===== config.mk =====
export PLATFORM = sky130hd
export DESIGN_NAME = adc_serial_port
export DESIGN_NICKNAME = d
export VERILOG_FILES = /design/src/rtl/adc_port_pkg.sv /design/src/rtl/sync_edge.sv /design/src/rtl/conv_timer.sv /design/src/rtl/frame_shifter.sv /design/src/rtl/adc_serial_port.sv
export SDC_FILE = /design/constraint.sdc
export NUM_CORES = 1
export LEC_CHECK = 0
export ABC_AREA = 1
export BUFFER_PORTS_ARGS = -buffer_cell sky130_fd_sc_hd__buf_2
export CORE_MARGIN = 2
export CORE_UTILIZATION = 30
export DETAILED_ROUTE_END_ITERATION = 7
export PLACE_DENSITY = 0.43
export SLEW_MARGIN = 20
export SYNTH_ARGS = -nofsm -noshare
export SYNTH_HDL_FRONTEND = slang
export SYNTH_SLANG_ARGS = --single-unit

===== constraint.sdc =====
create_clock -name clk -period 2 [get_ports clk]
set_input_delay 0.2 -clock clk [delete_from_list [all_inputs] [get_ports clk]]
set_output_delay 0.2 -clock clk [all_outputs]
set_load 0.01 [all_outputs]

===== src/rtl/adc_port_pkg.sv =====
package adc_port_pkg;
    typedef enum logic [1:0] {
        ST_CONVERT = 2'd0,
        ST_SLEEP   = 2'd1,
        ST_SHIFT   = 2'd2
    } port_state_e;
endpackage


===== src/rtl/sync_edge.sv =====
module sync_edge #(
    parameter int STAGES = 2,
    parameter bit INIT   = 1'b0
) (
    input  logic clk,
    input  logic rst_n,
    input  logic d_i,
    output logic level_o,
    output logic rise_o,
    output logic fall_o
);
    // STAGES synchroniser flops plus one history flop for edge detection
    logic [STAGES:0] chain_q;

    always_ff @(posedge clk or negedge rst_n) begin
        if (!rst_n) chain_q <= {(STAGES+1){INIT}};
        else        chain_q <= {chain_q[STAGES-1:0], d_i};
    end

    assign level_o = chain_q[STAGES-1];
    assign rise_o  =  chain_q[STAGES-1] & ~chain_q[STAGES];
    assign fall_o  = ~chain_q[STAGES-1] &  chain_q[STAGES];
endmodule


===== src/rtl/conv_timer.sv =====
module conv_timer #(
    parameter int CYCLES = 1000
) (
    input  logic clk,
    input  logic rst_n,
    input  logic start_i,
    output logic busy_o,
    output logic done_o
);
    localparam int W = (CYCLES > 1) ? $clog2(CYCLES) : 1;
    localparam logic [W-1:0] LOAD = W'(CYCLES - 1);

    logic [W-1:0] cnt_q;
    logic         act_q;

    always_ff @(posedge clk or negedge rst_n) begin
        if (!rst_n) begin
            cnt_q <= LOAD;
            act_q <= 1'b1;
        end else if (start_i) begin
            cnt_q <= LOAD;
            act_q <= 1'b1;
        end else if (act_q) begin
            if (cnt_q == '0) act_q <= 1'b0;
            else             cnt_q <= cnt_q - 1'b1;
        end
    end

    assign busy_o = act_q;
    assign done_o = act_q && (cnt_q == '0);

    // a fresh start is never finished in the following cycle
    assert_start_runs_R4: assert property (@(posedge clk) disable iff (!rst_n)
        start_i |=> busy_o && (CYCLES < 2 || !done_o));
endmodule


===== src/rtl/frame_shifter.sv =====
module frame_shifter #(
    parameter int W = 32
) (
    input  logic         clk,
    input  logic         rst_n,
    input  logic         load_i,
    input  logic         shift_i,
    input  logic [W-1:0] din_i,
    output logic         msb_o
);
    logic [W-1:0] sr_q;

    always_ff @(posedge clk or negedge rst_n) begin
        if (!rst_n)       sr_q <= '0;
        else if (load_i)  sr_q <= din_i;
        else if (shift_i) sr_q <= {sr_q[W-2:0], 1'b0};
    end

    assign msb_o = sr_q[W-1];
endmodule


===== src/rtl/adc_serial_port.sv =====
module adc_serial_port
    import adc_port_pkg::*;
#(
    parameter int FRAME_BITS  = 32,
    parameter int CONV_CYCLES = 1000,
    parameter int SYNC_STAGES = 2
) (
    input  logic                  clk,
    input  logic                  rst_n,
    input  logic                  sel_n_i,
    input  logic                  sclk_i,
    input  logic [FRAME_BITS-2:0] result_i,
    output logic                  sdo_o,
    output logic                  sdo_oe_o
);
    localparam int RES_W = FRAME_BITS - 1;
    localparam int CNT_W = $clog2(FRAME_BITS);
    localparam logic [CNT_W-1:0] LAST_FALL = CNT_W'(FRAME_BITS - 1);

    port_state_e state_q, state_d;

    logic sel_lvl, sel_rise, sel_fall;
    logic sck_lvl, sck_rise, sck_fall;
    logic ext_mode_q;
    logic [CNT_W-1:0] fall_cnt_q;
    logic conv_start, conv_busy, conv_done;
    logic sr_load, sr_shift, sr_msb;

    sync_edge #(.STAGES(SYNC_STAGES), .INIT(1'b1)) u_sel_sync (
        .clk(clk), .rst_n(rst_n), .d_i(sel_n_i),
        .level_o(sel_lvl), .rise_o(sel_rise), .fall_o(sel_fall)
    );

    sync_edge #(.STAGES(SYNC_STAGES), .INIT(1'b0)) u_sck_sync (
        .clk(clk), .rst_n(rst_n), .d_i(sclk_i),
        .level_o(sck_lvl), .rise_o(sck_rise), .fall_o(sck_fall)
    );

    conv_timer #(.CYCLES(CONV_CYCLES)) u_timer (
        .clk(clk), .rst_n(rst_n), .start_i(conv_start),
        .busy_o(conv_busy), .done_o(conv_done)
    );

    frame_shifter #(.W(FRAME_BITS)) u_shift (
        .clk(clk), .rst_n(rst_n), .load_i(sr_load), .shift_i(sr_shift),
        .din_i({1'b0, result_i[RES_W-1:0]}), .msb_o(sr_msb)
    );

    // clock mode latched at every select edge
    always_ff @(posedge clk or negedge rst_n) begin
        if (!rst_n)        ext_mode_q <= 1'b0;
        else if (sel_fall) ext_mode_q <= ~sck_lvl;
    end

    // state register
    always_ff @(posedge clk or negedge rst_n) begin
        if (!rst_n) state_q <= ST_CONVERT;
        else        state_q <= state_d;
    end

    // falling-edge counter for the frame
    always_ff @(posedge clk or negedge rst_n) begin
        if (!rst_n)                                     fall_cnt_q <= '0;
        else if (state_q != ST_SHIFT)                   fall_cnt_q <= '0;
        else if (sck_fall && !sel_rise)                 fall_cnt_q <= fall_cnt_q + 1'b1;
    end

    // next state and control strobes
    always_comb begin
        state_d    = state_q;
        conv_start = 1'b0;
        sr_load    = 1'b0;
        sr_shift   = 1'b0;
        unique case (state_q)
            ST_CONVERT: begin
                if (conv_done) begin
                    state_d = ST_SLEEP;
                    sr_load = 1'b1;
                end
            end
            ST_SLEEP: begin
                if (sck_rise && !sel_lvl && ext_mode_q) state_d = ST_SHIFT;
            end
            ST_SHIFT: begin
                if (sel_rise) begin
                    state_d    = ST_CONVERT;
                    conv_start = 1'b1;
                end else if (sck_fall) begin
                    if (fall_cnt_q == LAST_FALL) begin
                        state_d    = ST_CONVERT;
                        conv_start = 1'b1;
                    end else begin
                        sr_shift = 1'b1;
                    end
                end
            end
            default: state_d = ST_CONVERT;
        endcase
    end

    // outputs
    always_comb begin
        unique case (state_q)
            ST_CONVERT:         sdo_o = 1'b1;
            ST_SLEEP, ST_SHIFT: sdo_o = sr_msb;
            default:            sdo_o = 1'b1;
        endcase
        sdo_oe_o = ~sel_lvl;
    end

    assert_done_sleeps_R4: assert property (@(posedge clk) disable iff (!rst_n)
        (state_q == ST_CONVERT && conv_done) |=> state_q == ST_SLEEP);

    assert_first_rise_R5: assert property (@(posedge clk) disable iff (!rst_n)
        (state_q == ST_SLEEP && sck_rise && !sel_lvl && ext_mode_q) |=> state_q == ST_SHIFT);

    assert_no_readout_internal_R1: assert property (@(posedge clk) disable iff (!rst_n)
        (state_q == ST_SLEEP && !ext_mode_q) |=> state_q != ST_SHIFT);

    assert_abort_restarts_R8: assert property (@(posedge clk) disable iff (!rst_n)
        (state_q == ST_SHIFT && sel_rise) |=> (state_q == ST_CONVERT && conv_busy));

    assert_frame_end_R7: assert property (@(posedge clk) disable iff (!rst_n)
        (state_q == ST_SHIFT && sck_fall && fall_cnt_q == LAST_FALL) |=> (state_q == ST_CONVERT && conv_busy));

    assert_sleep_holds_R11: assert property (@(posedge clk) disable iff (!rst_n)
        (state_q == ST_SLEEP && $past(state_q) == ST_SLEEP) |-> $stable(sdo_o));

    assert_convert_high_R3: assert property (@(posedge clk) disable iff (!rst_n)
        (state_q == ST_CONVERT && !$past(conv_done)) |-> conv_busy);
endmodule


==> flow_summary_export.csv, run 1 <==
group,metric,value,unit
worst_setup_path,cp_num_buf_inv,1,
cells_and_area,drive_above_1_share,0.212,
clock_tree,clock-sinks,57,
pwr,p_sw,555,uW
clock_tree,cts_setup_buffers,0,
timing,tns,0,ns
worst_setup_path,crit_chain,"ha_1 -> nand2_1 -> nor2_1 -> ha_1 -> nor2_4 -> nand2_4 -> buf_12 -> nor2_1 -> nand2_1 -> nand3_1",
pwr,leakagePower,2.04,nW
placed_design,dpl_cell_area,3570,um2
grt,grt_use_total,0.130,
route,first_pass_iters,4,
clock_tree,h-tree-depth,3,
placed_design,dpl.hpwl,4.80,mm
yosys,yosysUniqueCellTypes,27,
clock_tree,cts-root-buf,"clkbuf_8",
clock_tree,max-clock-path-buffers,2,
timing,rsz0062_at_grt,"no",
timing,slew_headroom,0.664,
yosys,post-synth-top-area-fraction,0.342,
yosys,synthesis.area,3300,um2
grt,grt_pass1_wl,11.9,mm
route,post-route-drc-count,0,
clock_tree,numCtsBuffers,9,
route,vias_per_cell,4.40,
pwr,power.share.clock,0.461,
pwr,vdd_drop_max,276,uV
worst_setup_path,worstReg2RegStart,"fall_cnt_q[0]$_DFFE_PN0P_",
worst_hold_path,hold_path_class,"input port to flop",
grt,grt_antenna_before_repair,0,
pwr,comb_power_share,0.036,
timing,report.final.slew_viol_count,0,
placed_design,dp_cells,579,
clock_tree,clk_pin_slew,0.08,ns
floorplan,core,10800,um2
timing,tightest_slew,0.504,ns
worst_hold_path,whs_path_depth,3,
yosys,synth_top_cell_by_area,"dfrtp_1",
cells_and_area,stdcell_count,598,
pwr,p_seq_frac,0.502,
yosys,syn_nets,458,
yosys,synthCells,415,
pwr,power_density,612,nW/um2
worst_setup_path,r2r-end,"u_shift.sr_q[1]$_DFFE_PN0P_",
route,wl,6.93,mm
grt,grt_max_degree,52,
cells_and_area,antenna_cells,0,
worst_hold_path,whs_endpoint,"u_shift.sr_q[12]$_DFFE_PN0P_",
worst_setup_path,crit_path_top_delay_cell,"dfrtp_1",
worst_setup_path,r2r_slack,0.22,ns
worst_setup_path,path_class,"flop to flop",
floorplan,placementRows,38,
worst_setup_path,critPathLaunchType,"flop",
worst_setup_path,required,2.28,ns
grt,first_global_vias,2479,
yosys,synth-seq-cells,57,
floorplan,start_util,0.305,
cells_and_area,fin_nets,496,
floorplan,pin_count,37,
worst_setup_path,cp.arrival,2.06,ns
placed_design,numPortBuffers,36,
placed_design,gp_congestion,0.738,
route,routedWlPerCell,11.6,um
floorplan,die-height,109,um
timing,setup_slack,0.217,ns
worst_setup_path,path_max_fanout,51,
worst_setup_path,reg2reg_depth,10,
placed_design,dp_slack,0.0737,ns
timing,hold_viol_final,0,
cells_and_area,final_area,3810,um2
timing,timing.hold.ws,0.0980,ns
yosys,avgSynthCellArea,7.94,um2
yosys,seq_area_frac_synth,0.437,
yosys,synth.area.top_cells,"dfrtp_1 34%, nand3_1 15%, nand2_1 9.7%",
cells_and_area,syn_to_final_growth,15.5,%
worst_hold_path,min_from,"result_i[12]",
yosys,synth_warnings,0,
timing,period_share,0.892,
worst_setup_path,endpoint_kind,"flop",
run,drv_cap,0,
pwr,swShare,0.239,
route,ant_nets,0,
route,first_iter_violations,162,
worst_setup_path,crit_path_max_incr_delay,0.41,ns
outcome,status,"completed",
floorplan,die_w,109,um
clock_tree,clock_latency,0.35,ns
worst_setup_path,worst_path_dominant_cell_family,"simple AND/OR/NAND/NOR gates",
clock_tree,cts_tree,"yes",
floorplan,die_area,11800,um2
timing,clock.fmax,561,MHz
grt,grt_overflow,0,
timing,setup_viol,0,
route,via_count,2629,
timing,skew,0.0134,ns
timing,min_period,1.78,ns
pwr,intPower,1.77,mW
[synth_stat cells]
master,n
o21ai_0,6
a21oi_1,5
nor3_4,1
clkbuf_1,1
buf_6,15
nand2_1,85
a31oi_1,1
nand2_4,2
buf_2,4
nand4_4,1
nand3_1,100
ha_1,8
xor2_1,3
nand3b_1,2
nand2_2,3
o21ai_2,1
nor2_2,1
nand3_2,6
nor2_4,5
nor2_1,42
dfstp_2,12
inv_2,3
dfrtp_1,45
inv_1,56
nand3_4,1
o21ai_1,4
nand4_1,2
[flip-flops by register name (all words and copies together) (netlist names)]
signal / cells
u_shift.sr_q: 32
state_q: 2
ext_mode_q: 1
u_sck_sync.chain_q: 3
u_timer.cnt_q: 10
u_sel_sync.chain_q: 3
u_timer.busy_o: 1
fall_cnt_q: 5
[kinds of logic (layout without fill, tap and decap cells)]
kind of cell / after synthesis / after routing / synth area share
compound gates: 17 / 17 / 0.0273
xor+xnor: 3 / 3 / 0.00797
fa+ha+maj: 8 / 8 / 0.0304
buf+inv: 79 / 122 / 0.126
flops: 57 / 57 / 0.437
simple gates: 251 / 251 / 0.371
[tightest hold or removal path, stage by stage]
cell and delay, ns:
buf_2 0.07, nand3_1 0.07, nand3_1 0.07
[through the flow]
step | power [mW] | util
2_1_floorplan | 1.20 | -
3_3_place_gp | 1.27 | 0.331
3_5_place_dp | 1.27 | 0.331
4_1_cts | 2.39 | 0.351
5_1_grt | 2.44 | 0.353
6_report | 2.33 | 0.353
[power groups by stage]
stage | registers (mW) | logic [mW] | clock network, mW
2_1_floorplan | 1.19 | 0.0133 | 0
5_1_grt | 1.17 | 0.0966 | 1.18
3_3_place_gp | 1.19 | 0.0829 | 0
6_report | 1.17 | 0.0840 | 1.07
4_1_cts | 1.17 | 0.0885 | 1.13
3_5_place_dp | 1.19 | 0.0838 | 0
[routing by layer]
| layer | vias up | track usage | share of wire | wire (um) |
|---|---|---|---|---|
| met5 | - | 0 | 0 | 0 |
| met4 | 0 | 0.0604 | 0.020 | 140 |
| met3 | 10 | 0.0293 | 0.031 | 212 |
| met2 | 36 | 0.196 | 0.45 | 3100 |
| met1 | 1186 | 0.177 | 0.50 | 3480 |
| li1 | 1397 | - | - | - |
[repair_timing]
| item | in CTS | in global routing |
|---|---|---|
| hold buffers | 3 | 0 |
| endpoints found under the hold margin | 14 | 0 |
| resized for setup | 0 | 3 |
| endpoints found under the setup margin | 0 | 25 |
[final cells by class]
cell class | count | area, um2
Tap cell | 140 | 175
Timing Repair Buffer | 47 | 320
Inverter | 59 | 221
Clock buffer | 9 | 124
Fill cell | 1130 | 6990
Sequential cell | 57 | 1440
Clock inverter | 7 | 71.3
Multi-Input combinational cell | 279 | 1450
[placed cells by master, fill, tap and decap left out]
cell and instances:
a21oi_1 5, a31oi_1 1, buf_12 4, buf_2 36
buf_4 4, bufinv_16 1, clkbuf_8 9, clkinv_2 2
clkinv_4 1, clkinvlp_4 3, dfrtp_1 45, dfstp_2 12
dlygate4sd3_1 3, ha_1 8, inv_1 56, inv_2 3
nand2_1 84, nand2_2 3, nand2_4 3, nand3_1 100
nand3_2 6, nand3_4 1, nand3b_1 2, nand4_1 2
nand4_4 1, nor2_1 42, nor2_4 6, nor3_4 1
o21ai_0 6, o21ai_1 4, o21ai_2 1, xor2_1 3
[worst max-delay path by stage]
| stage | start | endpoint | cells past startpoint |
|---|---|---|---|
| 6_report | fall_cnt_q[0]$_DFFE_PN0P_ | u_shift.sr_q[1]$_DFFE_PN0P_ | 10 |
| 4_1_cts | fall_cnt_q[0]$_DFFE_PN0P_ | u_timer.cnt_q[4]$_DFFE_PN0P_ | 11 |
| 3_3_place_gp | fall_cnt_q[0]$_DFFE_PN0P_ | u_timer.cnt_q[4]$_DFFE_PN0P_ | 11 |
| 3_5_place_dp | fall_cnt_q[0]$_DFFE_PN0P_ | u_timer.cnt_q[4]$_DFFE_PN0P_ | 11 |
| 5_1_grt | fall_cnt_q[0]$_DFFE_PN0P_ | u_shift.sr_q[22]$_DFFE_PN0P_ | 10 |
| 2_1_floorplan | fall_cnt_q[0]$_DFFE_PN0P_ | u_shift.sr_q[25]$_DFFE_PN0P_ | 11 |
(Power assumes the default switching activity.)
==> inputs of run 2 (changes only) <==
- REMOVE_ABC_BUFFERS: default -> 1
==> run 2 against run 1 <==
Core utilization grew 0.13 points. Clock-buffer cell count grew 6. Die area is the same. Maximum frequency shrank 1.9%. Total power grew 6.1%. Via count grew 1.9%. Sequential cell count is the same. Clock power grew 14%. Register-to-register slack lost 0.03 ns. Cell count grew 0.17%. First-iteration DRC count shrank 34%. Sequential power is essentially flat. Critical path type unchanged. Critical endpoint is now u_shift.sr_q[26]$_DFFE_PN0P_. Largest power group is now clock. Highest routed layer unchanged.
==> flow_summary_export.csv, run 2 (synthesis gave the netlist of run 1 again) <==
group,metric,value,unit
outcome,status,"completed",
grt,grt_overflow,0,
timing,tightest_slew,0.396,ns
floorplan,core,10800,um2
floorplan,start_util,0.305,
pwr,intPower,1.95,mW
route,via_count,2678,
clock_tree,numCtsBuffers,9,
worst_setup_path,path_class,"flop to flop",
timing,slew_headroom,0.736,
grt,grt_max_degree,61,
timing,hold_viol_final,0,
cells_and_area,syn_to_final_growth,15.9,%
clock_tree,clock_latency,0.33,ns
route,first_iter_violations,107,
cells_and_area,mostFrequentLayoutCell,"nand3_1",
pwr,leakagePower,2.07,nW
route,vias_per_cell,4.47,
route,wl,6.87,mm
grt,globalRouteMet2Util,0.211,
grt,grt_use_total,0.132,
clock_tree,cts_setup_buffers,0,
worst_setup_path,cp.arrival,2.05,ns
route,post-route-drc-count,0,
clock_tree,clock-sinks,57,
cells_and_area,largest_reg_flops,32,
timing,setup_viol,0,
placed_design,numPortBuffers,36,
grt,grt_antenna_before_repair,0,
floorplan,die-height,109,um
timing,period_share,0.909,
timing,tns,0,ns
worst_hold_path,hold_path_class,"input port to flop",
clock_tree,h-tree-depth,3,
timing,rsz0062_at_grt,"no",
timing,min_period,1.82,ns
pwr,power.share.clock,0.493,
timing,report.final.slew_viol_count,0,
cells_and_area,drive_above_1_share,0.209,
pwr,swShare,0.211,
pwr,vdd_drop_max,299,uV
placed_design,dpl_cell_area,3560,um2
floorplan,die_area,11800,um2
cells_and_area,top_regs,"u_shift.sr_q (32), u_timer.cnt_q (10), fall_cnt_q (5)",
floorplan,placementRows,38,
placed_design,gp_congestion,0.775,
placed_design,dp_slack,0.178,ns
grt,grt-busiest-layer,"met2",
pwr,p_sw,520,uW
grt,first_global_vias,2650,
grt,grtUsageMet1,0.172,
pwr,comb_power_share,0.033,
worst_setup_path,reg2reg_depth,11,
floorplan,pin_count,37,
cells_and_area,fin_nets,497,
timing,clock.fmax,550,MHz
run,drv_cap,0,
placed_design,dp_cells,580,
placed_design,dpl.hpwl,4.54,mm
clock_tree,cts-resized-gates,0,
route,ant_nets,0,
cells_and_area,fin_util,0.354,
cells_and_area,mostFrequentLayoutCells,"100 x nand3_1, 85 x nand2_1, 56 x inv_1",
timing,timing.hold.ws,0.0975,ns
grt,grt_pass1_wl,12.3,mm
clock_tree,max-clock-path-buffers,2,
cells_and_area,antenna_cells,0,
pwr,power_density,646,nW/um2
pwr,total_power,2.47,mW
floorplan,die_w,109,um
clock_tree,cts_tree,"yes",
timing,skew,0.00592,ns
worst_setup_path,path_max_fanout,60,
worst_setup_path,endpoint_kind,"flop",
timing,setup_slack,0.182,ns
worst_setup_path,critPathLaunchType,"flop",
pwr,p_seq_frac,0.474,
route,first_pass_iters,5,
route,routedWlPerCell,11.5,um
cells_and_area,final_area,3820,um2
clock_tree,cts-root-buf,"clkbuf_8",
worst_setup_path,required,2.23,ns
grt,grt_use_met3,0.0341,
clock_tree,clk_pin_slew,0.07,ns
cells_and_area,top_register,"u_shift.sr_q",
cells_and_area,stdcell_count,599,
worst_hold_path,whs_path_depth,3,
[run 2: cell count changes in the layout (fill, tap and decap cells not counted), moves of 2 or more]
cell / previous run / this run
clkbuf_8: 9 / 14
clkinv_2: 2 / 0
clkinvlp_4: 3 / 0
buf_4: 4 / 6
[run 2: critical path, stage by stage, from the launching register on]
cell and delay (ns):
dfrtp_1 0.40, ha_1 0.22, nand2_1 0.08, nor2_1 0.05
ha_1 0.19, nor2_2 0.23, nand2_4 0.08, buf_12 0.18
nand2_1 0.10, nand3_2 0.07, nand2_1 0.07, inv_1 0.03
[run 2: per-layer routing]
metal / share of wire / wire, um / vias up
met2: 0.46 / 3130 / 46
met5: 0 / 0 / -
met1: 0.49 / 3350 / 1231
met3: 0.044 / 303 / 9
met4: 0.012 / 82 / 0
li1: - / - / 1392
[run 2: final cells by class]
cell class / instances / area [um2]
clock inverter: 1 / 30.0
fill: 1127 / 6970
sequential: 57 / 1440
inverter: 59 / 221
clock buffer: 15 / 196
tap: 140 / 175
multi-input combinational: 279 / 1440
timing repair buffer: 48 / 315
[run 2: path summary, 6_finish.rpt]
path	from	endpoint	slack [ns]
setup reg to reg	fall_cnt_q[0]$_DFFE_PN0P_	u_shift.sr_q[26]$_DFFE_PN0P_	0.18
hold / removal	result_i[0]	u_shift.sr_q[0]$_DFFE_PN0P_	0.1
min in group asynchronous	rst_n	u_sck_sync.chain_q[2]$_DFF_PN0_	0.41
setup / recovery	fall_cnt_q[0]$_DFFE_PN0P_	u_shift.sr_q[26]$_DFFE_PN0P_	0.18
hold reg to reg	u_sck_sync.chain_q[0]$_DFF_PN0_	u_sck_sync.chain_q[1]$_DFF_PN0_	0.35
max in group asynchronous	rst_n	u_timer.busy_o$_DFF_PN1_	1.29
[run 2: repair_timing]
item / in CTS / in global routing
setup endpoints to repair: 0 / 0
endpoints found under the hold margin: 47 / 0
hold buffers: 3 / 0
[run 2: power by group through the flow]
stage | Sequential, mW | Combinational (mW) | Clock (mW)
2_1_floorplan | 1.19 | 0.0133 | 0
3_3_place_gp | 1.19 | 0.0817 | 0
3_5_place_dp | 1.19 | 0.0820 | 0
4_1_cts | 1.17 | 0.0865 | 1.27
5_1_grt | 1.17 | 0.0949 | 1.31
6_report | 1.17 | 0.0825 | 1.22
==> inputs of run 3 (changes only) <==
- CAP_MARGIN: default -> 20
- SLEW_MARGIN: 20 -> default
- clock period: 2 -> 1.9 ns (I/O delays scaled with it)
==> run 3 against run 2 <==
Core utilization increased by 0.53 points. Wire length rose by 1.3%. First-iteration DRC count decreased by 5.6%. Critical endpoint unchanged. Largest power group unchanged.
==> flow_summary_export.csv, run 3 (synthesis gave the netlist of run 1 again) <==
group,metric,value,unit
outcome,status,"completed",
route,ant_nets,0,
pwr,swShare,0.209,
route,vias_per_cell,4.47,
cells_and_area,antenna_cells,0,
placed_design,dpl_cell_area,3600,um2
pwr,leakagePower,2.08,nW
grt,first_global_vias,2640,
pwr,comb_power_share,0.032,
worst_hold_path,min_from,"result_i[0]",
timing,min_period,1.78,ns
cells_and_area,mostFrequentLayoutCell,"nand3_1",
worst_hold_path,hold_path_class,"input port to flop",
pwr,total_power,2.74,mW
cells_and_area,top_regs,"u_shift.sr_q (32), u_timer.cnt_q (10), fall_cnt_q (5)",
worst_setup_path,path_max_fanout,16,
pwr,p_sw,574,uW
grt,grt_max_degree,58,
timing,report.final.slew_viol_count,0,
floorplan,start_util,0.305,
clock_tree,cts_setup_buffers,0,
floorplan,pin_count,37,
floorplan,core,10800,um2
timing,setup_viol,0,
run,drv_cap,0,
clock_tree,clock-sinks,57,
clock_tree,clk_pin_slew,0.07,ns
route,first_pass_iters,6,
cells_and_area,mostFrequentLayoutCells,"100 x nand3_1, 84 x nand2_1, 56 x inv_1",
worst_setup_path,r2r-end,"u_shift.sr_q[26]$_DFFE_PN0P_",
timing,skew,0.0117,ns
cells_and_area,fillers,1134,
pwr,intPower,2.17,mW
floorplan,die_w,109,um
placed_design,dp_slack,0.0303,ns
worst_setup_path,endpoint_kind,"flop",
route,first_iter_violations,101,
cells_and_area,fin_nets,498,
worst_setup_path,reg2reg_depth,11,
worst_hold_path,whs_path_depth,3,
floorplan,die-height,109,um
floorplan,die_area,11800,um2
placed_design,numPortBuffers,36,
clock_tree,cts-root-buf,"clkbuf_8",
timing,timing.hold.ws,0.0850,ns
worst_setup_path,required,2.13,ns
grt,grt_overflow,0,
route,wl,6.96,mm
timing,setup_slack,0.120,ns
timing,period_share,0.937,
cells_and_area,final_area,3880,um2
pwr,vdd_drop_max,274,uV
cells_and_area,top_register,"u_shift.sr_q",
pwr,p_seq_frac,0.449,
cells_and_area,syn_to_final_growth,17.7,%
timing,slew_headroom,0.733,
worst_setup_path,critPathLaunchType,"flop",
worst_setup_path,worstReg2RegStart,"fall_cnt_q[0]$_DFFE_PN0P_",
floorplan,placementRows,38,
clock_tree,numCtsBuffers,9,
placed_design,gp_congestion,0.740,
grt,grt_pass1_wl,12.3,mm
timing,hold_viol_final,0,
grt,grt_antenna_before_repair,0,
route,routedWlPerCell,11.6,um
grt,grt_use_total,0.132,
worst_hold_path,whs_endpoint,"u_shift.sr_q[0]$_DFFE_PN0P_",
worst_setup_path,cp.arrival,2.01,ns
pwr,power_density,708,nW/um2
placed_design,dpl.hpwl,4.55,mm
route,post-route-drc-count,0,
worst_setup_path,path_class,"flop to flop",
clock_tree,clock_latency,0.34,ns
cells_and_area,drive_above_1_share,0.213,
route,via_count,2680,
timing,clock.fmax,562,MHz
pwr,power.share.clock,0.520,
cells_and_area,largest_reg_flops,32,
clock_tree,max-clock-path-buffers,2,
timing,tightest_slew,0.401,ns
clock_tree,h-tree-depth,3,
worst_setup_path,r2r_slack,0.12,ns
timing,rsz0062_at_grt,"yes",
clock_tree,cts_tree,"yes",
run 3: cell types whose count changed in the layout (fill, tap and decap cells not counted), sizes merged:
| cell | before | now |
|---|---|---|
| clkbuf | 15 | 11 |
| bufinv | 1 | 3 |
| buf | 45 | 46 |
| clkinv | 0 | 1 |
| clkinvlp | 0 | 1 |
run 3: area by class of cell:
class / count / area, um2 / share of cell area
inverters: 59 / 221 / 0.0571
multi-input cells: 279 / 1450 / 0.373
flip-flops and latches: 57 / 1440 / 0.372
repair buffers: 49 / 348 / 0.0897
well taps: 140 / 175 / 0.0452
clock buffers: 11 / 141 / 0.0365
clock inverters: 5 / 103 / 0.0265
run 3: routing by layer:
metal	GRT usage	vias up	share of wire	wire length [um]
met2	0.213	44	0.46	3180
met5	0	-	0	0
met3	0.0436	2	0.037	255
li1	-	1394	-	-
met4	0.0375	0	0.0042	29
met1	0.170	1240	0.50	3490
run 3: power by group through the flow:
stage / clock, mW / combinational [mW] / sequential [mW]
2_1_floorplan: 0 / 0.0140 / 1.25
3_3_place_gp: 0 / 0.0865 / 1.25
3_5_place_dp: 0 / 0.0867 / 1.25
4_1_cts: 1.48 / 0.0914 / 1.23
5_1_grt: 1.53 / 0.0988 / 1.23
6_report: 1.43 / 0.0872 / 1.23
run 3: how the worst max path moves through the flow:
stage / startpoint / to / depth (start not counted)
after floorplan: state_q[0]$_DFFE_PN0P_ / u_shift.sr_q[10]$_DFFE_PN0P_ / 5
after global placement: fall_cnt_q[0]$_DFFE_PN0P_ / u_timer.cnt_q[4]$_DFFE_PN0P_ / 11
after detailed placement: fall_cnt_q[0]$_DFFE_PN0P_ / u_timer.cnt_q[4]$_DFFE_PN0P_ / 11
after CTS: fall_cnt_q[0]$_DFFE_PN0P_ / u_timer.cnt_q[4]$_DFFE_PN0P_ / 11
after global routing: fall_cnt_q[0]$_DFFE_PN0P_ / u_shift.sr_q[26]$_DFFE_PN0P_ / 11
final: fall_cnt_q[0]$_DFFE_PN0P_ / u_shift.sr_q[26]$_DFFE_PN0P_ / 11
run 3: stage by stage:
stage	setup TNS, ns	util	cells
floorplan	-13.09	-	395
global placement	0	0.333	581
detailed placement	0	0.333	581
CTS	0	0.359	600
global route	-0.00725	0.359	600
finish	0	0.359	600
run 3: repair_timing:
action | in CTS | in global routing
setup endpoints to repair | 0 | 7
gates resized for setup | 0 | 2
hold endpoints to repair | 47 | 0
hold buffers | 3 | 0
run 3: critical path, cell delays in order, from the launching register on:
cell	delay, ns
dfrtp_1	0.40
ha_1	0.22
nand2_1	0.08
nor2_1	0.05
ha_1	0.20
nor2_2	0.19
nand2_4	0.08
buf_4	0.19
nand2_1	0.08
nand3_2	0.07
nand2_1	0.07
inv_1	0.04
